<file path="src/rtl/blkxfer_pkg.sv">
`timescale 1ns/1ps
package blkxfer_pkg;
    localparam int XLEN        = 32;
    localparam int NREG        = 16;
    localparam int REG_W       = $clog2(NREG);
    localparam int F_CLASS_LSB = 25;
    localparam int F_PRE       = 24;
    localparam int F_INC       = 23;
    localparam int F_BANK      = 22;
    localparam int F_WB        = 21;
    localparam int F_LOAD      = 20;
    localparam int F_RN_LSB    = 16;
    localparam logic [2:0] CLASS_CODE = 3'b100;

    typedef enum logic [1:0] {
        ST_IDLE,
        ST_XFER,
        ST_FINISH
    } seq_state_e;

    typedef struct packed {
        logic             valid;
        logic             pre;
        logic             inc;
        logic             bank;
        logic             wb;
        logic             load;
        logic [REG_W-1:0] rn;
        logic [NREG-1:0]  mask;
    } xfer_cmd_t;
endpackage

</file>
<file path="src/rtl/blkxfer_decode.sv">
`timescale 1ns/1ps
module blkxfer_decode
    import blkxfer_pkg::*;
(
    input  logic [XLEN-1:0] instr,
    output xfer_cmd_t       cmd
);
    localparam int TOP_LSB = F_CLASS_LSB + 3;

    logic unused_cond;
    assign unused_cond = ^instr[XLEN-1:TOP_LSB];

    always_comb begin
        cmd.valid = (instr[F_CLASS_LSB +: 3] == CLASS_CODE);
        cmd.pre   = instr[F_PRE];
        cmd.inc   = instr[F_INC];
        cmd.bank  = instr[F_BANK];
        cmd.wb    = instr[F_WB];
        cmd.load  = instr[F_LOAD];
        cmd.rn    = instr[F_RN_LSB +: REG_W];
        cmd.mask  = instr[NREG-1:0];
    end
endmodule

</file>
<file path="src/rtl/blkxfer_pick.sv">
`timescale 1ns/1ps
module blkxfer_pick #(
    parameter int N = 16,
    parameter int W = $clog2(N)
) (
    input  logic [N-1:0] pend,
    input  logic         inc,
    output logic         any,
    output logic [W-1:0] idx,
    output logic [N-1:0] rest
);
    logic [W-1:0] lo_idx;
    logic [W-1:0] hi_idx;

    // Lowest set bit serves ascending order, highest serves descending.
    always_comb begin
        lo_idx = '0;
        hi_idx = '0;
        for (int i = N - 1; i >= 0; i--) begin
            if (pend[i]) lo_idx = W'(i);
        end
        for (int i = 0; i < N; i++) begin
            if (pend[i]) hi_idx = W'(i);
        end
        idx  = inc ? lo_idx : hi_idx;
        any  = |pend;
        rest = pend & ~(N'(1) << idx);
    end
endmodule

</file>
<file path="src/rtl/blkxfer_route.sv">
`timescale 1ns/1ps
module blkxfer_route #(
    parameter int W  = 4,
    parameter int LO = 8,
    parameter int HI = 14
) (
    input  logic [W-1:0] reg_idx,
    input  logic         ovr,
    output logic         usr,
    output logic [W-1:0] port_idx
);
    always_comb begin
        usr      = ovr && (reg_idx >= W'(LO)) && (reg_idx <= W'(HI));
        port_idx = usr ? (reg_idx - W'(LO)) : reg_idx;
    end
endmodule

</file>
<file path="src/rtl/blkxfer_seq.sv">
`timescale 1ns/1ps
module blkxfer_seq
    import blkxfer_pkg::*;
#(
    parameter int BANK_LO = 8
) (
    input  logic             clk,
    input  logic             rst_n,
    input  logic             start,
    input  logic [XLEN-1:0]  instr,
    input  logic [XLEN-1:0]  pc_in,
    output logic             busy,
    output logic             done,
    output logic             mem_req,
    output logic             mem_we,
    output logic [XLEN-1:0]  mem_addr,
    output logic [XLEN-1:0]  mem_wdata,
    input  logic [XLEN-1:0]  mem_rdata,
    input  logic             mem_ready,
    output logic [REG_W-1:0] rf_rd_idx,
    output logic             rf_rd_usr,
    input  logic [XLEN-1:0]  rf_rd_data,
    output logic             rf_we,
    output logic [REG_W-1:0] rf_wr_idx,
    output logic             rf_wr_usr,
    output logic [XLEN-1:0]  rf_wr_data,
    output logic             pc_we,
    output logic [XLEN-1:0]  pc_wdata,
    output logic             status_restore
);
    localparam int               BANK_HI = NREG - 2;
    localparam logic [REG_W-1:0] PC_IDX  = REG_W'(NREG - 1);
    localparam logic [XLEN-1:0]  STEP    = XLEN'(4);

    seq_state_e state, state_nx;

    xfer_cmd_t        cmd;
    logic             go;
    logic             pre_q, inc_q, bank_q, load_q, wb_q, ovr_q;
    logic [REG_W-1:0] rn_q;
    logic [NREG-1:0]  pend_q;
    logic [XLEN-1:0]  addr_q;

    logic             pick_any;
    logic [REG_W-1:0] cur_idx;
    logic [NREG-1:0]  pend_rest;
    logic             cur_usr;
    logic [REG_W-1:0] cur_port;
    logic [XLEN-1:0]  addr_step;
    logic             cur_is_pc;
    logic             beat_ok;

    blkxfer_decode u_decode (
        .instr (instr),
        .cmd   (cmd)
    );

    blkxfer_pick #(.N(NREG), .W(REG_W)) u_pick (
        .pend (pend_q),
        .inc  (inc_q),
        .any  (pick_any),
        .idx  (cur_idx),
        .rest (pend_rest)
    );

    blkxfer_route #(.W(REG_W), .LO(BANK_LO), .HI(BANK_HI)) u_route (
        .reg_idx  (cur_idx),
        .ovr      (ovr_q),
        .usr      (cur_usr),
        .port_idx (cur_port)
    );

    assign go        = start && cmd.valid;
    assign addr_step = inc_q ? (addr_q + STEP) : (addr_q - STEP);
    assign cur_is_pc = (cur_idx == PC_IDX);
    assign beat_ok   = (state == ST_XFER) && mem_ready;

    // State register
    always_ff @(posedge clk or negedge rst_n) begin
        if (!rst_n) state <= ST_IDLE;
        else        state <= state_nx;
    end

    // Transitions
    always_comb begin
        state_nx = state;
        unique case (state)
            ST_IDLE: begin
                if (go) state_nx = (|cmd.mask) ? ST_XFER : ST_FINISH;
            end
            ST_XFER: begin
                if (mem_ready && !(|pend_rest)) state_nx = ST_FINISH;
            end
            ST_FINISH: state_nx = ST_IDLE;
            default:   state_nx = ST_IDLE;
        endcase
    end

    // Command capture and address walk
    always_ff @(posedge clk or negedge rst_n) begin
        if (!rst_n) begin
            pre_q  <= 1'b0;
            inc_q  <= 1'b0;
            bank_q <= 1'b0;
            load_q <= 1'b0;
            wb_q   <= 1'b0;
            ovr_q  <= 1'b0;
            rn_q   <= '0;
            pend_q <= '0;
            addr_q <= '0;
        end else begin
            unique case (state)
                ST_IDLE: begin
                    if (go) begin
                        pre_q  <= cmd.pre;
                        inc_q  <= cmd.inc;
                        bank_q <= cmd.bank;
                        load_q <= cmd.load;
                        wb_q   <= cmd.wb && (|cmd.mask);
                        ovr_q  <= cmd.bank && !cmd.mask[NREG-1];
                        rn_q   <= cmd.rn;
                        pend_q <= cmd.mask;
                        addr_q <= rf_rd_data;
                    end
                end
                ST_XFER: begin
                    if (mem_ready) begin
                        addr_q <= addr_step;
                        pend_q <= pend_rest;
                    end
                end
                ST_FINISH: ;
                default: ;
            endcase
        end
    end

    // Outputs
    always_comb begin
        busy           = (state != ST_IDLE);
        done           = 1'b0;
        mem_req        = 1'b0;
        mem_we         = 1'b0;
        mem_addr       = pre_q ? addr_step : addr_q;
        mem_wdata      = rf_rd_data;
        rf_rd_idx      = cmd.rn;
        rf_rd_usr      = 1'b0;
        rf_we          = 1'b0;
        rf_wr_idx      = cur_port;
        rf_wr_usr      = 1'b0;
        rf_wr_data     = mem_rdata;
        pc_we          = 1'b0;
        pc_wdata       = mem_rdata;
        status_restore = 1'b0;
        unique case (state)
            ST_IDLE: ;
            ST_XFER: begin
                mem_req   = 1'b1;
                mem_we    = !load_q;
                rf_rd_idx = cur_port;
                rf_rd_usr = cur_usr;
                rf_wr_usr = cur_usr;
                if (cur_is_pc) mem_wdata = pre_q ? pc_in : (pc_in + STEP);
                rf_we          = beat_ok && load_q && !cur_is_pc;
                pc_we          = beat_ok && load_q && cur_is_pc;
                status_restore = beat_ok && load_q && cur_is_pc && bank_q;
            end
            ST_FINISH: begin
                done       = 1'b1;
                rf_we      = wb_q;
                rf_wr_idx  = rn_q;
                rf_wr_data = addr_q;
            end
            default: ;
        endcase
    end

    // Checks kept next to the logic they guard
    assert_hold_R8: assert property (@(posedge clk) disable iff (!rst_n)
        (mem_req && !mem_ready) |=> (mem_req && $stable(mem_addr) && $stable(mem_we)));

    assert_step_R2: assert property (@(posedge clk) disable iff (!rst_n)
        (mem_req && mem_ready && (|pend_rest)) |=>
        (mem_addr == (inc_q ? ($past(mem_addr) + STEP) : ($past(mem_addr) - STEP))));

    assert_pending_R10: assert property (@(posedge clk) disable iff (!rst_n)
        (state == ST_XFER) |-> pick_any);

    assert_usr_idx_R5: assert property (@(posedge clk) disable iff (!rst_n)
        (rf_rd_usr || rf_wr_usr) |-> (mem_req && (rf_rd_idx <= REG_W'(BANK_HI - BANK_LO))));

    assert_onewrite_R4: assert property (@(posedge clk) disable iff (!rst_n)
        $countones({rf_we, pc_we}) <= 1);

    assert_restore_R6: assert property (@(posedge clk) disable iff (!rst_n)
        status_restore |-> (mem_req && mem_ready && !mem_we));

    assert_cmd_held_R11: assert property (@(posedge clk) disable iff (!rst_n)
        (busy && !done) |=> ($stable(rn_q) && $stable(load_q) && $stable(inc_q) && $stable(pre_q)));
endmodule

</file>
<file path="config.mk">
export PLATFORM = sky130hd
export DESIGN_NAME = blkxfer_seq
export DESIGN_NICKNAME = d
export VERILOG_FILES = /design/src/rtl/blkxfer_pkg.sv /design/src/rtl/blkxfer_decode.sv /design/src/rtl/blkxfer_pick.sv /design/src/rtl/blkxfer_route.sv /design/src/rtl/blkxfer_seq.sv
export SDC_FILE = /design/constraint.sdc
export NUM_CORES = 1
export LEC_CHECK = 0
export ABC_AREA = 1
export BUFFER_PORTS_ARGS = -buffer_cell sky130_fd_sc_hd__buf_2
export CORE_MARGIN = 5
export CORE_UTILIZATION = 50
export DETAILED_ROUTE_END_ITERATION = 8
export PLACE_DENSITY_LB_ADDON = 0.1
export SLEW_MARGIN = 10
export SYNTH_ARGS = -nofsm -noshare
export SYNTH_HDL_FRONTEND = slang
export SYNTH_SLANG_ARGS = --single-unit
</file>
<file path="constraint.sdc">
create_clock -name clk -period 5.2 [get_ports clk]
set_input_delay 1.04 -clock clk [delete_from_list [all_inputs] [get_ports clk]]
set_output_delay 1.04 -clock clk [all_outputs]
set_load 0.03 [all_outputs]
</file>
==> results of run 1 <==
## cells in the final DEF (no fill, tap or decap), types with 2 or more instances in the layout
cell type  instances
dfrtp_1           60
inv_2              6
o22ai_1           14
o211ai_1          28
o31ai_1            5
xor2_1            31
ha_1              31
nor2_4             2
nor2_2             3
nand2_1          286
diode_2            5
a21oi_1           58
bufinv_16          3
xnor2_1           23
nor4_1             4
nor4_2             3
buf_2            272
nand3_1           26
o21ai_0          148
buf_4              9
and3_1             2
o21ai_1            7
mux2_1             2
nor2_1            47
nor3_1            10
nand3_2            5
a31oi_1           11
nand2_2            2
nand4_1           10
nor3_2             3
a21o_1             2
and3b_1            2
inv_1            115
clkbuf_16          9
## metal layers
| metal | share of wire, % | global-route usage, % | vias to the layer above |
|---|---|---|---|
| li1 | - | - | 3867 |
| met4 | 1.9 | 8.74 | 0 |
| met1 | 44 | 37.3 | 3452 |
| met3 | 7.7 | 6.52 | 28 |
| met5 | 0 | 0 | - |
| met2 | 46 | 47.5 | 321 |
## sequential cells by signal (all words and copies together) (netlist names)
signal / cells
state: 2
rn_q: 4
inc_q: 1
wb_q: 1
bank_q: 1
addr_q: 32
pre_q: 1
pend_q: 16
load_q: 1
ovr_q: 1
## layout make-up
cell class	instances	share of cell area, %
timing repair buffer	281	17.4
inverter	123	5.63
antenna	5	0.152
sequential	60	18.3
clock buffer	11	2.95
clock inverter	4	1.19
multi-input combinational	781	51.8
tap	176	2.68
## worst paths after layout
check	startpoint	to	slack, ns	depth (start not counted)
worst min-delay path	rn_q[2]	rn_q[2]	0.48	2
worst min register to register	rn_q[2]	rn_q[2]	0.48	2
worst max register to register	inc_q	addr_q[28]	1.85	15
max in group asynchronous	rst_n	addr_q[26]	3.62	2
min in group asynchronous	rst_n	addr_q[18]	0.64	1
worst max-delay path	inc_q	mem_addr[28]	0.42	16
## stage by stage
step	setup WS, ns	cell area (um2)	utilization [%]
3_5_place_dp	0.592	7870	59.9
4_1_cts	0.390	8210	62.5
6_report	0.422	8220	62.6
3_3_place_gp	0.591	7870	59.9
2_1_floorplan	0.644	6630	-
5_1_grt	0.0653	8220	62.6
## kinds of logic (layout without fill, tap and decap cells)
family                     after synthesis  in the layout  synth area share (%)
muxes                                    3              3                 0.510
xor gates and xnor gates                54             54                  7.14
other                                    0              5                     0
DFF                                     60             60                  22.7
and+or+nand+nor                        408            408                  26.5
adders and majority gates               33             33                  6.34
AOI/OAI and AO/OA                      283            283                  23.6
buffers and inverters                  199            419                  13.3
## where the power goes
group          leakage, nW  internal [mW]  total [mW]  switching, mW
Combinational         3.47           1.66        5.41           3.75
Sequential           0.742          0.712       0.921          0.210
Clock                0.162          0.478       0.701          0.223
Total                 4.37           2.85        7.04           4.18
## critical path, stage by stage, from the launching register on
cell and delay [ns]:
dfrtp_1 0.44, inv_1 0.22, buf_4 0.28, ha_1 0.31, a21o_1 0.17, a21oi_1 0.24
o21ai_2 0.13, a21oi_2 0.18, o21ai_1 0.12, a21boi_1 0.24, o21ai_1 0.14, a21oi_1 0.23
o21ai_1 0.10, xor2_1 0.22, nand2_1 0.10, o21ai_0 0.08, buf_2 0.22
==> flow_summary.toml, run 1 <==
[status]
status = "complete, no violations"

[detailed_routing]
ant_nets = 0
drc = 0
drt_iter0_markers = 534
wl_um = 23000
drtPass1Iterations = 7
wl_per_cell_um = 16.0
routed_via_density = 5.32
vias = 7668

[die]
core_area_um2 = 13100
start_util_pct = 50.4
pin_count = 277
die_area_um2 = 15700
die_h_um = 125
chipWidth_um = 125
num_rows = 42

[sta]
fmaxAchievable_mhz = 209
skew_ns = 0.00547
max_slew_margin_pct = 39.9
hold_viol = 0
tightest_slew_ns = 0.901
slew_violations = 0
hold_ws_ns = 0.480
tns_ns = 0
setup_viol = 0
fin_crit_sh_pct = 91.9
rsz0062_at_grt = "no"
period_needed_ns = 4.78

[power_and_ir_drop]
p_per_area_nw_per_um2 = 856
ir_drop_v = 0.000453
power.leakage_nw = 4.37
power_mw = 7.04

[cts]
clkSinkCount = 60
h-tree-depth = 3
clk_latency_ns = 0.34
cts_root_buf = "clkbuf_16"
numCtsBuffers = 9
post_cts_buffers = 0
cts_tree = "done"
ctsResizeCount = 0
hold_buffers = 0
clk_pin_slew_ns = 0.06
clk_path_buf_depth = 2

[placement]
portBuffers = 272
hpwl_um = 18300
globalplace.congestion = 0.941
dpl.cell_count = 1421

[final_layout]
nFillCells = 1346
area_growth_pct = 24.1
nets = 1421
multi_input_area_um2 = 4260
layout.cells.non_filler = 1441
sequential_cell_area_um2 = 1500
drive_gt1_share_pct = 26.0

[global_routing]
grt_pass1_vias = 7317
grt_max_degree = 86
track_usage_pct = 28.6
grt_overflow = 0
grt_pass1_wl_um = 36700
antenna_found_initial = 4

[yosys]
synth_edf_count = 0
synth_top_flop_cell = "dfrtp_1"
ys_top_cells_by_count = "nand2_1, o21ai_0, inv_1"
synth_cells = 1040
syn_nets = 1205
synth-seq-cells = 60
synthTopCellsByArea = "dfrtp_1, nand2_1, o21ai_0, inv_1, ha_1"
synth.distinct_cells = 49
synth.most_common_cell = "nand2_1"
synth_top_area_share_pct = 22.7
synthArstFlopShare_pct = 100
yosysWarnings = 0
syn_area_um2 = 6630
synth_area_leader_cell = "dfrtp_1"
synth_seq_area_share_pct = 22.7
syn_avg_cell_area_um2 = 6.37

[setup_path]
required_ns = 4.16
cp-end-kind = "output pin"
crit_type = "register to output pin"
crit_fanout = 15
cp-start-kind = "register"
cp_data_arrival_time_ns = 3.74

[flow_run]
drv_cap = 0

[worst_hold_path]
hold_class = "register to register"
No activity file was read; power rests on OpenSTA's default activity.
==> run 2, diff against run 1 <==
--- a/config.mk
+++ b/config.mk
@@ -8,10 +8,12 @@
 export ABC_AREA = 1
 export BUFFER_PORTS_ARGS = -buffer_cell sky130_fd_sc_hd__buf_2
 export CORE_MARGIN = 5
-export CORE_UTILIZATION = 50
+export CORE_UTILIZATION = 53
 export DETAILED_ROUTE_END_ITERATION = 8
+export GPL_TIMING_DRIVEN = 0
 export PLACE_DENSITY_LB_ADDON = 0.1
 export SLEW_MARGIN = 10
 export SYNTH_ARGS = -nofsm -noshare
 export SYNTH_HDL_FRONTEND = slang
+export SYNTH_HIERARCHICAL = 1
 export SYNTH_SLANG_ARGS = --single-unit
==> flow_summary.toml, run 2 <==
[sta]
rsz0062_at_grt = "no"
period_needed_ns = 4.84
hold_viol = 0
setup_viol = 0
slew_violations = 0
tightest_slew_ns = 1.21
tns_ns = 0
max_slew_margin_pct = 19.5
fin_crit_sh_pct = 93.1
hold_ws_ns = 0.494
skew_ns = 0.00553
fmaxAchievable_mhz = 206
setup_slack_ns = 0.357

[global_routing]
grt_overflow = 0
antenna_found_initial = 0
grt_max_degree = 44
grt_pass1_wl_um = 51700
grt_pass1_vias = 9943
track_usage_pct = 35.9

[worst_hold_path]
hp-start = "rn_q[2]"
hold_class = "register to register"

[cts]
clk_pin_slew_ns = 0.06
hold_buffers = 0
ctsResizeCount = 0
h-tree-depth = 3
clkSinkCount = 60
clk_path_buf_depth = 2
post_cts_buffers = 0
numCtsBuffers = 9
clk_latency_ns = 0.35
cts_tree = "done"
cts_root_buf = "clkbuf_16"

[power_and_ir_drop]
ir_drop_v = 0.000530
power_mw = 7.75
p_per_area_nw_per_um2 = 755
power.leakage_nw = 5.90

[final_layout]
nFillCells = 1658
drive_gt1_share_pct = 23.0
area_growth_pct = 21.6
diodes = 0
layout_commonest_cell = "nand2_1"
largest_reg_flops = 32
nets = 1928
sequential_cell_area_um2 = 1500
multi_input_area_um2 = 5400
layout.cells.non_filler = 1984
stdcell_area_um2 = 10300
fin_util_pct = 65.1
final_cell_mix = "nand2_1, buf_2, inv_1"
regMostFlops = "addr_q"
top_regs = "addr_q: 32 flops, pend_q: 16 flops, rn_q: 4 flops"

[setup_path]
cp_data_arrival_time_ns = 3.80
crit_type = "register to output pin"
r2r_setup_slack_ns = 1.82
cp-start-kind = "register"
startpoint = "inc_q"
r2r-start = "inc_q"
crit_fanout = 29
cp-end-kind = "output pin"
required_ns = 4.16

[detailed_routing]
ant_nets = 0
routed_via_density = 5.32
wl_um = 33700
drtPass1Iterations = 5
vias = 10600
wl_per_cell_um = 17.0
drc = 0
drt_iter0_markers = 937

[yosys]
synth_cells = 1504
syn_nets = 1669
syn_avg_cell_area_um2 = 5.61
yosysWarnings = 6
syn_area_um2 = 8440

[die]
die_area_um2 = 18500
start_util_pct = 53.5
core_area_um2 = 15800
pin_count = 277
num_rows = 46
chipWidth_um = 136
die_h_um = 136

[placement]
place_area_um2 = 9980
place_ws_ns = 0.797
portBuffers = 247
hpwl_um = 28000
dpl.cell_count = 1968
globalplace.congestion = 0.966

[flow_run]
drv_cap = 0

[status]
status = "complete, no violations"
## run 2: changes by cell type in the layout (fill, tap and decap cells not counted), moves of 17 or more
cell	change
buf_2	-17
o211ai_1	-19
nor2_1	+128
nand3_1	+47
clkbuf_1	+26
buf_4	+56
o21ai_1	+17
o21ai_0	-106
nand2_1	+239
inv_1	+98
## run 2: where the power goes
group,switching [mW],total [mW],internal [mW],leakage [nW]
sequential,0.255,0.953,0.698,0.714
combinational,4.33,6.18,1.85,5.05
clock,0.268,0.608,0.340,0.136
## run 2: critical path, stage by stage (launching register included)
cell,delay (ns)
dfrtp_1,0.52
inv_1,0.94
ha_1,0.44
nand2_1,0.11
inv_1,0.05
a21oi_1,0.32
nand3_1,0.25
nand2_1,0.17
nand3_1,0.11
nand2_1,0.09
nand2_1,0.04
o21ai_1,0.17
buf_2,0.25
## run 2: worst paths after layout
path / cells past startpoint / to
setup / recovery: 12 / mem_addr[28]
hold / removal: 2 / rn_q[2]
setup reg to reg: 12 / addr_q[30]
hold reg to reg: 2 / rn_q[2]
max in group asynchronous: 2 / pend_q[14]
min in group asynchronous: 1 / addr_q[24]
## run 2: layer usage
layer | global-route usage (%) | routed length (um)
met5 | 0 | 0
met4 | 15.6 | 1470
met3 | 6.44 | 3080
met2 | 59.5 | 15400
met1 | 45.7 | 13800
## run 2: area by class of cell
| cell class | instances | share of cell area [%] |
|---|---|---|
| multi-input combinational | 1108 | 52.6 |
| inverter | 231 | 8.62 |
| sequential | 60 | 14.6 |
| clock inverter | 6 | 0.451 |
| tap | 216 | 2.63 |
| timing repair buffer | 248 | 12.3 |
| buffer | 105 | 6.36 |
| clock buffer | 10 | 2.33 |
